--- src/rtl/rtc_pkg.sv ---
package rtc_pkg;

    localparam int ADDR_W = 6;

    localparam logic [ADDR_W-1:0] OFF_SEC   = 6'h00;
    localparam logic [ADDR_W-1:0] OFF_FRAC  = 6'h04;
    localparam logic [ADDR_W-1:0] OFF_ASEC  = 6'h08;
    localparam logic [ADDR_W-1:0] OFF_AFRAC = 6'h0C;
    localparam logic [ADDR_W-1:0] OFF_CTRL  = 6'h10;
    localparam logic [ADDR_W-1:0] OFF_STAT  = 6'h14;
    localparam logic [ADDR_W-1:0] OFF_IE    = 6'h18;

    localparam int RUN_BIT      = 3;
    localparam int ST_ALARM_BIT = 4;
    localparam int ST_WRAP_BIT  = 2;
    localparam int ST_INVAL_BIT = 1;
    localparam int ST_VIOL_BIT  = 0;
    localparam int IE_ALARM_BIT = 4;

    typedef struct packed {
        logic alarm;
        logic wrap;
        logic inval;
        logic viol;
    } stat_t;

    typedef struct packed {
        logic sec;
        logic frac;
        logic asec;
        logic afrac;
        logic ctrl;
        logic stat;
        logic ie;
    } wsel_t;

    function automatic wsel_t decode_wr(input logic en, input logic [ADDR_W-1:0] a);
        wsel_t w;
        w.sec   = en && (a == OFF_SEC);
        w.frac  = en && (a == OFF_FRAC);
        w.asec  = en && (a == OFF_ASEC);
        w.afrac = en && (a == OFF_AFRAC);
        w.ctrl  = en && (a == OFF_CTRL);
        w.stat  = en && (a == OFF_STAT);
        w.ie    = en && (a == OFF_IE);
        return w;
    endfunction

    function automatic logic [31:0] pack_status(input stat_t s);
        logic [31:0] w;
        w = '0;
        w[ST_ALARM_BIT] = s.alarm;
        w[ST_WRAP_BIT]  = s.wrap;
        w[ST_INVAL_BIT] = s.inval;
        w[ST_VIOL_BIT]  = s.viol;
        return w;
    endfunction

endpackage

--- src/rtl/rtc_count.sv ---
module rtc_count #(
    parameter int SEC_W  = 32,
    parameter int FRAC_W = 15
) (
    input  logic                    clk,
    input  logic                    rst,
    input  logic                    tick,
    input  logic                    run_en,
    input  logic                    inval,
    input  logic                    wr_sec,
    input  logic                    wr_frac,
    input  logic [31:0]             wdata,
    output logic [SEC_W+FRAC_W-1:0] cnt_q,
    output logic [SEC_W+FRAC_W-1:0] cnt_next,
    output logic                    armed_q,
    output logic                    adv,
    output logic                    wrap
);
    localparam int CNT_W = SEC_W + FRAC_W;

    logic carry;

    assign {carry, cnt_next} = {1'b0, cnt_q} + {{CNT_W{1'b0}}, 1'b1};
    assign adv  = tick && run_en && armed_q && !inval && !wr_sec && !wr_frac;
    assign wrap = adv && carry;

    always_ff @(posedge clk) begin
        if (rst) begin
            cnt_q   <= '0;
            armed_q <= 1'b0;
        end else begin
            if (wr_sec) begin
                cnt_q[CNT_W-1:FRAC_W] <= wdata[SEC_W-1:0];
                armed_q               <= 1'b1;
            end
            if (wr_frac)
                cnt_q[FRAC_W-1:0] <= wdata[FRAC_W-1:0];
            if (adv)
                cnt_q <= cnt_next;
        end
    end
endmodule

--- src/rtl/rtc_match.sv ---
module rtc_match #(
    parameter int SEC_W  = 32,
    parameter int FRAC_W = 15
) (
    input  logic                    clk,
    input  logic                    rst,
    input  logic                    wr_asec,
    input  logic                    wr_afrac,
    input  logic [31:0]             wdata,
    input  logic                    adv,
    input  logic [SEC_W+FRAC_W-1:0] cnt_next,
    output logic [SEC_W+FRAC_W-1:0] alarm_q,
    output logic                    unset,
    output logic                    hit
);
    localparam int CNT_W = SEC_W + FRAC_W;

    assign unset = &alarm_q[CNT_W-1:FRAC_W];
    assign hit   = adv && !unset && (cnt_next == alarm_q);

    always_ff @(posedge clk) begin
        if (rst) begin
            alarm_q <= {{SEC_W{1'b1}}, {FRAC_W{1'b0}}};
        end else begin
            if (wr_asec)
                alarm_q[CNT_W-1:FRAC_W] <= wdata[SEC_W-1:0];
            if (wr_afrac)
                alarm_q[FRAC_W-1:0] <= wdata[FRAC_W-1:0];
        end
    end
endmodule

--- src/rtl/rtc_flags.sv ---
module rtc_flags
    import rtc_pkg::*;
(
    input  logic        clk,
    input  logic        rst,
    input  logic        wr_stat,
    input  logic [31:0] wdata,
    input  logic        hit,
    input  logic        wrap,
    output stat_t       stat_q
);
    always_ff @(posedge clk) begin
        if (rst) begin
            stat_q <= '{alarm: 1'b0, wrap: 1'b0, inval: 1'b1, viol: 1'b1};
        end else begin
            if (wr_stat) begin
                if (wdata[ST_ALARM_BIT]) stat_q.alarm <= 1'b0;
                if (wdata[ST_WRAP_BIT])  stat_q.wrap  <= 1'b0;
                if (wdata[ST_INVAL_BIT]) stat_q.inval <= 1'b0;
                if (wdata[ST_VIOL_BIT])  stat_q.viol  <= 1'b0;
            end
            // a set in the same cycle overrides the clear above
            if (hit)  stat_q.alarm <= 1'b1;
            if (wrap) stat_q.wrap  <= 1'b1;
        end
    end
endmodule

--- src/rtl/rtc_seconds_alarm.sv ---
module rtc_seconds_alarm
    import rtc_pkg::*;
#(
    parameter int SEC_W  = 32,
    parameter int FRAC_W = 15
) (
    input  logic              clk,
    input  logic              rst,
    input  logic              tick,
    input  logic              wr_en,
    input  logic [ADDR_W-1:0] addr,
    input  logic [31:0]       wr_data,
    output logic [31:0]       rd_data,
    output logic              irq
);
    localparam int CNT_W = SEC_W + FRAC_W;

    wsel_t            ws;
    logic             run_q;
    logic             ie_q;
    logic [CNT_W-1:0] cnt_q;
    logic [CNT_W-1:0] cnt_next;
    logic [CNT_W-1:0] alarm_q;
    logic             armed_q;
    logic             adv;
    logic             wrap;
    logic             hit;
    logic             unset;
    stat_t            stat_q;

    assign ws = decode_wr(wr_en, addr);

    always_ff @(posedge clk) begin
        if (rst) begin
            run_q <= 1'b0;
            ie_q  <= 1'b0;
        end else begin
            if (ws.ctrl) run_q <= wr_data[RUN_BIT];
            if (ws.ie)   ie_q  <= wr_data[IE_ALARM_BIT];
        end
    end

    rtc_count #(.SEC_W(SEC_W), .FRAC_W(FRAC_W)) u_count (
        .clk      (clk),
        .rst      (rst),
        .tick     (tick),
        .run_en   (run_q),
        .inval    (stat_q.inval),
        .wr_sec   (ws.sec),
        .wr_frac  (ws.frac),
        .wdata    (wr_data),
        .cnt_q    (cnt_q),
        .cnt_next (cnt_next),
        .armed_q  (armed_q),
        .adv      (adv),
        .wrap     (wrap)
    );

    rtc_match #(.SEC_W(SEC_W), .FRAC_W(FRAC_W)) u_match (
        .clk      (clk),
        .rst      (rst),
        .wr_asec  (ws.asec),
        .wr_afrac (ws.afrac),
        .wdata    (wr_data),
        .adv      (adv),
        .cnt_next (cnt_next),
        .alarm_q  (alarm_q),
        .unset    (unset),
        .hit      (hit)
    );

    rtc_flags u_flags (
        .clk     (clk),
        .rst     (rst),
        .wr_stat (ws.stat),
        .wdata   (wr_data),
        .hit     (hit),
        .wrap    (wrap),
        .stat_q  (stat_q)
    );

    assign irq = stat_q.alarm && ie_q;

    always_comb begin
        rd_data = '0;
        unique case (addr)
            OFF_SEC:   rd_data[SEC_W-1:0]  = cnt_q[CNT_W-1:FRAC_W];
            OFF_FRAC:  rd_data[FRAC_W-1:0] = cnt_q[FRAC_W-1:0];
            OFF_ASEC:  rd_data[SEC_W-1:0]  = alarm_q[CNT_W-1:FRAC_W];
            OFF_AFRAC: rd_data[FRAC_W-1:0] = alarm_q[FRAC_W-1:0];
            OFF_CTRL:  rd_data[RUN_BIT]    = run_q;
            OFF_STAT:  rd_data             = pack_status(stat_q);
            OFF_IE:    rd_data[IE_ALARM_BIT] = ie_q;
            default:   rd_data = '0;
        endcase
    end
endmodule

--- config.mk ---
export PLATFORM = sky130hd
export DESIGN_NAME = rtc_seconds_alarm
export DESIGN_NICKNAME = d
export VERILOG_FILES = /design/src/rtl/rtc_pkg.sv /design/src/rtl/rtc_count.sv /design/src/rtl/rtc_match.sv /design/src/rtl/rtc_flags.sv /design/src/rtl/rtc_seconds_alarm.sv
export SDC_FILE = /design/constraint.sdc
export NUM_CORES = 1
export LEC_CHECK = 0
export BUFFER_PORTS_ARGS = -buffer_cell sky130_fd_sc_hd__buf_2
export CORE_ASPECT_RATIO = 1.25
export CORE_MARGIN = 1
export CORE_UTILIZATION = 51
export DETAILED_ROUTE_END_ITERATION = 8
export PLACE_DENSITY = 0.71
export SETUP_SLACK_MARGIN = 0.4
export SLEW_MARGIN = 15
export SYNTH_ARGS = -nofsm -noshare
export SYNTH_HDL_FRONTEND = slang
export SYNTH_SLANG_ARGS = --single-unit
--- constraint.sdc ---
create_clock -name clk -period 5.3 [get_ports clk]
set_clock_uncertainty 0.2 [all_clocks]
set_input_delay 1.06 -clock clk [delete_from_list [all_inputs] [get_ports clk]]
set_output_delay 1.06 -clock clk [all_outputs]
set_load 0.02 [all_outputs]
# Yosys cells after proc, flatten, opt, wreduce, memory -nomap -nowiden
# Cells that the tools add are included.
[totals]
input_bits = 42
ff_bits = 101
elab_cells = 66
output_inout_bits = 33
[classes]
add_sub_neg = 1
muxes = 15
reduce_logical = 32
eq_ne = 7
[op_table]
columns = ["op", "count"]
rows = [
  ["$add 47x1->48 const B", 1],
  ["$eq 47x47->1", 1],
  ["$mux 47", 1],
  ["$pmux 10 s4", 1],
  ["$pmux 17 s2", 1],
  ["$mux 32", 1],
  ["$reduce_and 32->1", 1],
  ["$eq 6x5->1 const B", 3],
  ["$logic_and 1x1->1", 16],
  ["$mux 15", 1],
  ["$pmux 3 s5", 1],
  ["$eq 6x4->1 const B", 2],
  ["$reduce_bool 2->1", 6],
  ["$reduce_and 2->1", 4],
  ["$eq 6x3->1 const B", 1],
  ["$logic_not 6->1", 1],
  ["$mux 1", 6],
  ["$pmux 1 s6", 1],
  ["$pmux 1 s5", 1],
  ["$logic_not 1->1", 4],
  ["$mux 4", 1],
]

# Depth between registers and ports, before layout
# Gate-level depths: netlist (run 1).
[depth]
ltp_word = 9
mapped_depth = 10
ltp_nobuf = 9

# Hierarchy
# A second synthesis (run 1) with hierarchy kept.
[unflattened]
cells_unflattened = 784
area_unflattened_um2 = 6739.0
[by_module_without_submodules]
columns = ["module", "cells_per_inst", "instances", "area_each_um2", "seq_area_each_um2"]
rows = [
  ["rtc_count", 451, 1, 3410.8, 960.9],
  ["rtc_match", 231, 1, 2290.9, 940.9],
  ["rtc_seconds_alarm", 88, 1, 902.1, 40.0],
  ["rtc_flags", 14, 1, 135.1, 80.1],
]

# Least setup slack after synthesis (run 1)
# No wires, ideal clock.
[synth_timing]
path_kind = "input-to-output"
from = "input port addr[3]"
to = "output port rd_data[10]"
required_time_ns = 4.040
path_stages = 6
n_path_buf = 2
path_slack_ns = 1.094
t_arrival_ns = 2.946
path_cell_list = "or4_1 > clkbuf_1 > nor3_1 > clkbuf_1 > a22oi_1 > nand2_1"
[synth_between]
elab_chain_cells = 2
word_cells_on_any_way = 5
cone_classes = "3 x eq/ne; 1 x mux; 1 x reduce/logical"
[synth_lines]
columns = ["element", "line_no", "rtl"]
rows = [
  ["from (decl)", "rtc_seconds_alarm.sv:11", "input logic [ADDR_W-1:0] addr,"],
  ["$eq 6x4->1, or another cell as far along", "rtc_seconds_alarm.sv:86", "unique case (addr)"],
  ["$pmux 10 s4 (*)", "rtc_seconds_alarm.sv:86", ""],
  ["to (decl)", "rtc_seconds_alarm.sv:13", "output logic [31:0] rd_data,"],
]
# Mark *: on every way between the ends. The rest lies on a longest branch, timed or not.

# Final worst setup path (run 1)
[layout_timing]
from = "input port addr[3]"
to = "register u_count.cnt_q[19]"
[layout_between]
elab_chain_cells = 6
word_cells_on_any_way = 10
cone_classes = "1 x eq/ne; 1 x mux; 8 x reduce/logical"
[layout_lines]
columns = ["element", "line_no", "rtl"]
rows = [
  ["$logic_not 6->1", "rtc_pkg.sv:39", "w.sec = en && (a == OFF_SEC);"],
  ["$logic_and 1x1->1", "rtc_pkg.sv:39", ""],
  ["$logic_not 1->1", "rtc_count.sv:24", "assign adv = tick && run_en && armed_q && !inval && !wr_sec && !wr_frac;"],
  ["$logic_and 1x1->1 (2 in series)", "rtc_count.sv:24", ""],
  ["$mux 47 or $reduce_bool 2->1 (tied branches)", "n/a", ""],
  ["to (signal, indexed assignment)", "rtc_count.sv:33", "cnt_q[CNT_W-1:FRAC_W] <= wdata[SEC_W-1:0];"],
  ["to (signal, indexed assignment)", "rtc_count.sv:37", "cnt_q[FRAC_W-1:0] <= wdata[FRAC_W-1:0];"],
  ["to (signal assigned)", "rtc_count.sv:39", "cnt_q <= cnt_next;"],
  ["to (decl)", "rtc_count.sv:13", "output logic [SEC_W+FRAC_W-1:0] cnt_q,"],
]
# Parallel ways exist; a longest one is shown, timed or not.
# A chain may end at the register's enable or synchronous reset.

==> results of run 1 <==
## area by class of cell
class | count | area [um2]
inverter | 7 | 26.3
sequential | 101 | 2020
clock inverter | 5 | 60.1
tap | 168 | 210
clock buffer | 10 | 229
timing repair buffer | 90 | 490
fill | 1250 | 5370
multi-input combinational | 723 | 4370
## logic make-up (layout without fill, tap and decap cells)
logic type | after synthesis | in the layout
simple gates | 432 | 432
compound gates | 190 | 190
flops | 101 | 101
xor+xnor | 89 | 89
buf+inv | 81 | 112
mux | 10 | 10
fa+ha+maj | 2 | 2
## routing by layer
metal,up-vias,wire [um],global-route usage
met2,283,10800,0.557
met4,0,726,0.164
li1,3296,-,-
met5,-,0,0
met3,50,1420,0.0415
met1,3272,9210,0.406
## synthesized netlist by cell type, types with 3 or more instances
| cell | n |
|---|---|
| a31oi_1 | 3 |
| nand3b_1 | 33 |
| xor2_1 | 40 |
| buf_1 | 3 |
| xnor2_1 | 49 |
| dfxtp_1 | 101 |
| a32oi_1 | 4 |
| a21oi_1 | 47 |
| a21o_1 | 6 |
| a211oi_1 | 15 |
| mux2_2 | 4 |
| a221oi_1 | 14 |
| nor3b_1 | 7 |
| nand4_1 | 31 |
| a311oi_1 | 3 |
| mux2i_1 | 6 |
| nor2_1 | 63 |
| nor3_1 | 29 |
| nand2_1 | 177 |
| and2_1 | 4 |
| inv_1 | 7 |
| nand2b_1 | 8 |
| clkbuf_1 | 58 |
| buf_2 | 11 |
| nand3_1 | 22 |
| a22o_1 | 17 |
| a22oi_1 | 33 |
| nor4_1 | 22 |
| and3_1 | 8 |
| o21ai_0 | 36 |
| and4_1 | 4 |
## flip-flops by register name, summed over array words and instances (netlist names)
signal	count
u_match.alarm_q	47
u_count.armed_q	1
ie_q	1
run_q	1
u_flags.stat_q	4
u_count.cnt_q	47
## power by group through the flow
stage	registers [uW]	logic (uW)	clock network [uW]
3_5_place_dp	788	86.7	0
4_1_cts	770	87.0	674
2_1_floorplan	784	47.8	0
6_report	771	87.2	675
3_3_place_gp	788	86.3	0
5_1_grt	771	93.8	704
## critical path, cell delays in order
cell and delay (ns):
buf_2 0.11, or4_1 0.70, nor3_2 0.20, buf_4 0.22, and2_1 0.41, nand2b_1 0.84
o21ai_0 0.23, a221oi_1 0.31, nor2_1 0.06
## path summary, 6_finish.rpt
| check | end | startpoint | cells past startpoint | slack, ns |
|---|---|---|---|---|
| worst max register to register | u_flags.stat_q[3]$_SDFFE_PP0P_ | u_count.cnt_q[4]$_SDFFE_PP0P_ | 8 | 1.43 |
| worst max-delay path | u_count.cnt_q[19]$_SDFFE_PP0P_ | addr[3] | 9 | 1.18 |
| worst min register to register | u_flags.stat_q[0]$_SDFFE_PP1P_ | u_flags.stat_q[0]$_SDFFE_PP1P_ | 1 | 0.26 |
| worst min-delay path | u_flags.stat_q[0]$_SDFFE_PP1P_ | u_flags.stat_q[0]$_SDFFE_PP1P_ | 1 | 0.26 |
## stage by stage
step	total power [uW]	instances	hold WS, ns	worst slack [ns]	instance area (um2)
detailed placement	875	1089	0.242	0.889	7120
global placement	874	1089	0.240	0.963	7120
global route	1570	1104	0.279	0.861	7400
floorplan	832	905	0.221	1.09	6700
CTS	1530	1104	0.258	1.24	7400
finish	1530	1104	0.260	1.18	7400
==> run_results.csv, run 1 <==
group,metric,value,unit
outcome,status,"finished, final reports clean",
drt,vias_per_cell,6.25,
pwr,intPower,1160,uW
timing,worst_pin_slew,1.10,ns
drt,via_count,6901,
clock_tree,clockBufferDepth,2,
die,die_w,105,um
drt,drc_errors,0,
synth,synth_area_per_cell,7.40,um2
setup_path,cp.required,5.33,ns
clock_tree,cts_sinks,101,
timing,rsz0062_at_grt,"no",
pwr,switchingPower,372,uW
die,die_area,13600,um2
global_route,grt_usage,0.326,
pwr,p_leak,0.00271,uW
clock_tree,cts_setup_buffers,0,
pwr,p_sw_frac,0.243,
die,die_y,130,um
synth,synth-simple-area-share,0.325,
synth,synth_cells,905,
cells_and_area,utilization,0.580,
clock_tree,clk_latency,0.36,ns
timing,final.period_utilization,0.777,
pwr,clockPowerShare,0.440,
hold_path,hold_path.class,"flop to flop",
setup_path,worst_setup_path_start_kind,"primary input",
cells_and_area,layout_common_cells,"177 x nand2_1, 101 x dfxtp_1, 74 x buf_2, 63 x nor2_1, 49 x xnor2_1",
global_route,overflow,0,
timing,slew_violations,0,
synth,synth_top_family_by_area,"simple AND/OR/NAND/NOR gates",
clock_tree,cts_resized,0,
drt,drt-wirelength-per-cell,20.1,um
synth,synth.area.top_cells,"dfxtp_1 30%, nand2_1 9.9%, xnor2_1 6.4%",
die,io_pins,75,
clock_tree,cts_hold_buffers,0,
drt,first_pass_iters,5,
synth,synthMuxAreaShare,0.0157,
synth,syn_nets,949,
setup_path,crit_fanout,24,
pwr,p_comb_frac,0.057,
synth,synth_area_leader_cell,"dfxtp_1",
drt,drt_iter0_markers,653,
pwr,powerDensity,207,nW/um2
synth,ys_ff_latch,101,
place,place_hpwl,15800,um
synth,synth_xor_area_frac,0.116,
cells_and_area,final_common_cell,"nand2_1",
timing,setup_viol,0,
setup_path,crit_path_end_kind,"flop",
global_route,grt_max_degree,60,
clock_tree,cts_tree,"done",
synth,synth_edf_count,0,
synth,synthArstFlopShare,0,
timing,hold_viol_final,0,
synth,synth_area,6700,um2
clock_tree,numCtsBuffers,9,
setup_path,worstSetupPathType,"primary input to flop",
clock_tree,cts_max_level,3,
timing,relSlewSlack,0.265,
cells_and_area,antenna_cells,0,
timing,setup_tns,0,ns
cells_and_area,syn_to_final_growth,10.5,%
die,rows,46,
synth,synthFlopType,"dfxtp_1",
place,numPortBuffers,74,
synth,synth-seq-area-share,0.302,
synth,synth_compound_area_frac,0.189,
die,start_util,0.524,
clock_tree,clk_pin_slew,0.07,ns
synth,yosys_warnings,0,
clock_tree,cts_root_buf,"clkbuf_16",
cells_and_area,nNetsFinal,976,
pwr,ir_drop,0.000160,V
cells_and_area,drive_above_1_share,0.131,
drt,totalWireLength,22200,um
flow_run,cap_violations,0,
timing,max_freq,243,MHz
synth,synthAdderAreaFrac,0.00374,
synth,synth.distinct_cells,61,
global_route,antenna_found_initial,0,
global_route,grt_pass1_wl,34500,um
die,coreArea,12800,um2
drt,antenna_left,0,
place,place.gp.congestion,0.961,
synth,synth_top_area_frac,0.302,
global_route,grt_pass1_vias,6340,
setup_path,critical_path_arrival,4.14,ns
pwr,pwr-share-seq,0.503,
timing,fin_crit,4.12,ns
Power figures use the tool's default switching activity.
==> run 2, diff against run 1 <==
Settings changed: ABC_AREA set to 1.
Clock period 5.3 ns to 4.1 ns, I/O delays scaled along.
==> run_results.csv, run 2 <==
group,metric,value,unit
timing,max_freq,281,MHz
place,place_hpwl,21200,um
timing,relSlewSlack,0.330,
global_route,grt_pass1_wl,42000,um
pwr,ir_drop,0.000161,V
synth,synth_edf_count,0,
synth,synthArstFlopShare,0,
clock_tree,clk_pin_slew,0.08,ns
place,pre_cts_slack,0.423,ns
drt,totalWireLength,27700,um
synth,synth-seq-area-share,0.282,
synth,synth_area_leader_cell,"dfxtp_1",
drt,via_count,8567,
die,coreArea,13800,um2
synth,ys_ff_latch,101,
clock_tree,cts_max_level,3,
synth,synth.top_cells.by_count,"367 x nand2_1, 148 x inv_1, 128 x nand3_1, 118 x nor2_1, 101 x dfxtp_1",
setup_path,critPathTopFamily,"buffers and inverters",
timing,rsz0062_at_grt,"yes",
cells_and_area,multiInputGateArea,4410,um2
die,die_y,135,um
pwr,p_leak,0.00359,uW
die,rows,48,
timing,worst_pin_slew,1.00,ns
drt,drt-wirelength-per-cell,19.0,um
setup_path,critical_path_arrival,2.54,ns
global_route,grt_usage,0.388,
flow_run,cap_violations,0,
clock_tree,clockBufferDepth,2,
global_route,grt_pass1_vias,7762,
synth,synth_top_area_frac,0.282,
die,die_w,108,um
timing,slew_violations,0,
setup_path,cp.required,3.08,ns
timing,fin_crit,3.56,ns
timing,setup_slack,0.538,ns
outcome,status,"finished, final reports clean",
clock_tree,numCtsBuffers,9,
die,io_pins,75,
cells_and_area,nNetsFinal,1321,
timing,final.period_utilization,0.869,
place,place.gp.congestion,1.00,
clock_tree,cts_hold_buffers,0,
clock_tree,cts_setup_buffers,0,
drt,antenna_left,0,
pwr,powerDensity,253,nW/um2
synth,synth.area.top_cells,"dfxtp_1 28%, nand2_1 19%, nand3_1 8.9%",
clock_tree,clk_latency,0.37,ns
timing,worst_hold_slack,0.267,ns
cells_and_area,antenna_cells,0,
cells_and_area,final_common_cell,"nand2_1",
global_route,grt_max_degree,40,
global_route,overflow,0,
setup_path,crit_path_end_kind,"output port",
clock_tree,cts_tree,"done",
drt,drt_iter0_markers,722,
synth,yosys.cell_count.top_type,"nand2_1",
setup_path,cp_slowest_cell,"inv_1",
setup_path,cp_slowest_stage_delay,0.44,ns
cells_and_area,largestRegisters,"u_count.cnt_q: 47 flops, u_match.alarm_q: 47 flops, u_flags.stat_q: 4 flops",
setup_path,worstSetupPathType,"primary input to output port",
setup_path,cp_num_buf_inv,3,
timing,hold_viol_final,0,
place,numPortBuffers,74,
timing,setup_viol,0,
synth,synth_area_per_cell,5.91,um2
die,die_area,14500,um2
cells_and_area,layout_common_cells,"366 x nand2_1, 148 x inv_1, 128 x nand3_1, 117 x nor2_1, 101 x dfxtp_1",
setup_path,cp_cell_sequence,"buf_2, nor2_1, nand2_1, nor2_1, inv_1, o22ai_1, a21oi_1, o2111ai_1, buf_2",
timing,setup_tns,0,ns
cells_and_area,drive_above_1_share,0.118,
cells_and_area,nFillCells,1426,
cells_and_area,syn_to_final_growth,12.3,%
die,start_util,0.521,
synth,synth_cells,1212,
synth,synth_area,7170,um2
synth,syn_nets,1256,
drt,vias_per_cell,5.88,
drt,first_pass_iters,7,
synth,synth.distinct_cells,42,
cells_and_area,seq_area,2020,um2
setup_path,worst_setup_path_start_kind,"primary input",
clock_tree,cts_sinks,101,
synth,synthFlopType,"dfxtp_1",
clock_tree,cts_root_buf,"clkbuf_16",
synth,yosys_warnings,0,
global_route,antenna_found_initial,0,
setup_path,crit_fanout,23,
hold_path,hold_path.class,"flop to flop",
drt,drc_errors,0,
==> run 2: changes by cell type in the layout (fill, tap and decap cells not counted), moves of 30 or more <==
cell and delta:
xnor2_1 -48, a21oi_1 +36, nand2_1 +189, o21ai_0 +38
nand3_1 +106, inv_1 +141, nor2_1 +54, xor2_1 -39
nand3b_1 -30
==> run 2: cells by family after synthesis <==
kind of cell,count (synthesis),synth area share
adders and majority gates,2,0.00349
xor gates and xnor gates,2,0.00245
and+or+nand+nor,677,0.413
DFF,101,0.282
AOI/OAI and AO/OA,240,0.194
buffers and inverters,190,0.105
==> run 2: path summary, 6_finish.rpt <==
path	start	end	slack (ns)	cells past startpoint
max	addr[1]	rd_data[4]	0.54	9
min	u_flags.stat_q[0]$_SDFFE_PP1P_	u_flags.stat_q[0]$_SDFFE_PP1P_	0.27	2
max reg2reg	u_count.cnt_q[1]$_SDFFE_PP0P_	u_flags.stat_q[3]$_SDFFE_PP0P_	1.00	15
min reg2reg	u_flags.stat_q[0]$_SDFFE_PP1P_	u_flags.stat_q[0]$_SDFFE_PP1P_	0.27	2
==> run 2: layer usage <==
layer  vias up  routed length, um  GRT usage  share of wire
li1       4139                  -          -              -
met1      3875              10300      0.447           0.37
met2       423              13300      0.660           0.48
met3       130               2140     0.0526          0.077
met4         0               1980      0.264          0.071
met5         -                  0          0              0
==> run 2: area by class of cell <==
type / instances / share of cell area
Tap cell: 175 / 0.0272
Clock buffer: 10 / 0.0297
Sequential cell: 101 / 0.251
Clock inverter: 6 / 0.00870
Timing Repair Buffer: 93 / 0.0653
Inverter: 151 / 0.0704
Multi-Input combinational cell: 921 / 0.548
==> run 2: through the flow <==
| stage | cell area, um2 | power (uW) | utilization | instances |
|---|---|---|---|---|
| final | 8050 | 2040 | 0.585 | 1457 |
| after CTS | 8040 | 2040 | 0.585 | 1457 |
| after global placement | 7730 | 1140 | 0.562 | 1441 |
| after detailed placement | 7730 | 1140 | 0.562 | 1441 |
| after global routing | 8050 | 2090 | 0.585 | 1457 |
| after floorplan | 7170 | 1080 | - | 1212 |
==> run 2: repair_timing <==
item | 4_1_cts | 5_1_grt
gates resized for setup | 0 | 2
setup endpoints to repair | 0 | 17
hold endpoints to repair | 0 | 0
==> run 2: worst register-to-register path: stages (launching register included) <==
cell and delay (ns):
dfxtp_1 0.48, ha_1 0.27, inv_1 0.11, nor2_4 0.17
nand2_2 0.12, nor2_2 0.48, nand3_1 0.14, nand2_1 0.10
nand2_1 0.07, nand2_1 0.06, nand2_1 0.04, nor2_1 0.20
nand3_1 0.13, nor2_1 0.11, nand3_1 0.18, a21oi_2 0.16
==> run 2: where the power goes <==
part / internal [uW] / switching [uW] / leakage (uW) / total (uW)
registers: 986 / 7.27 / 0.000815 / 993
logic: 40.2 / 83.5 / 0.00262 / 124
clock network: 496 / 426 / 0.000147 / 923
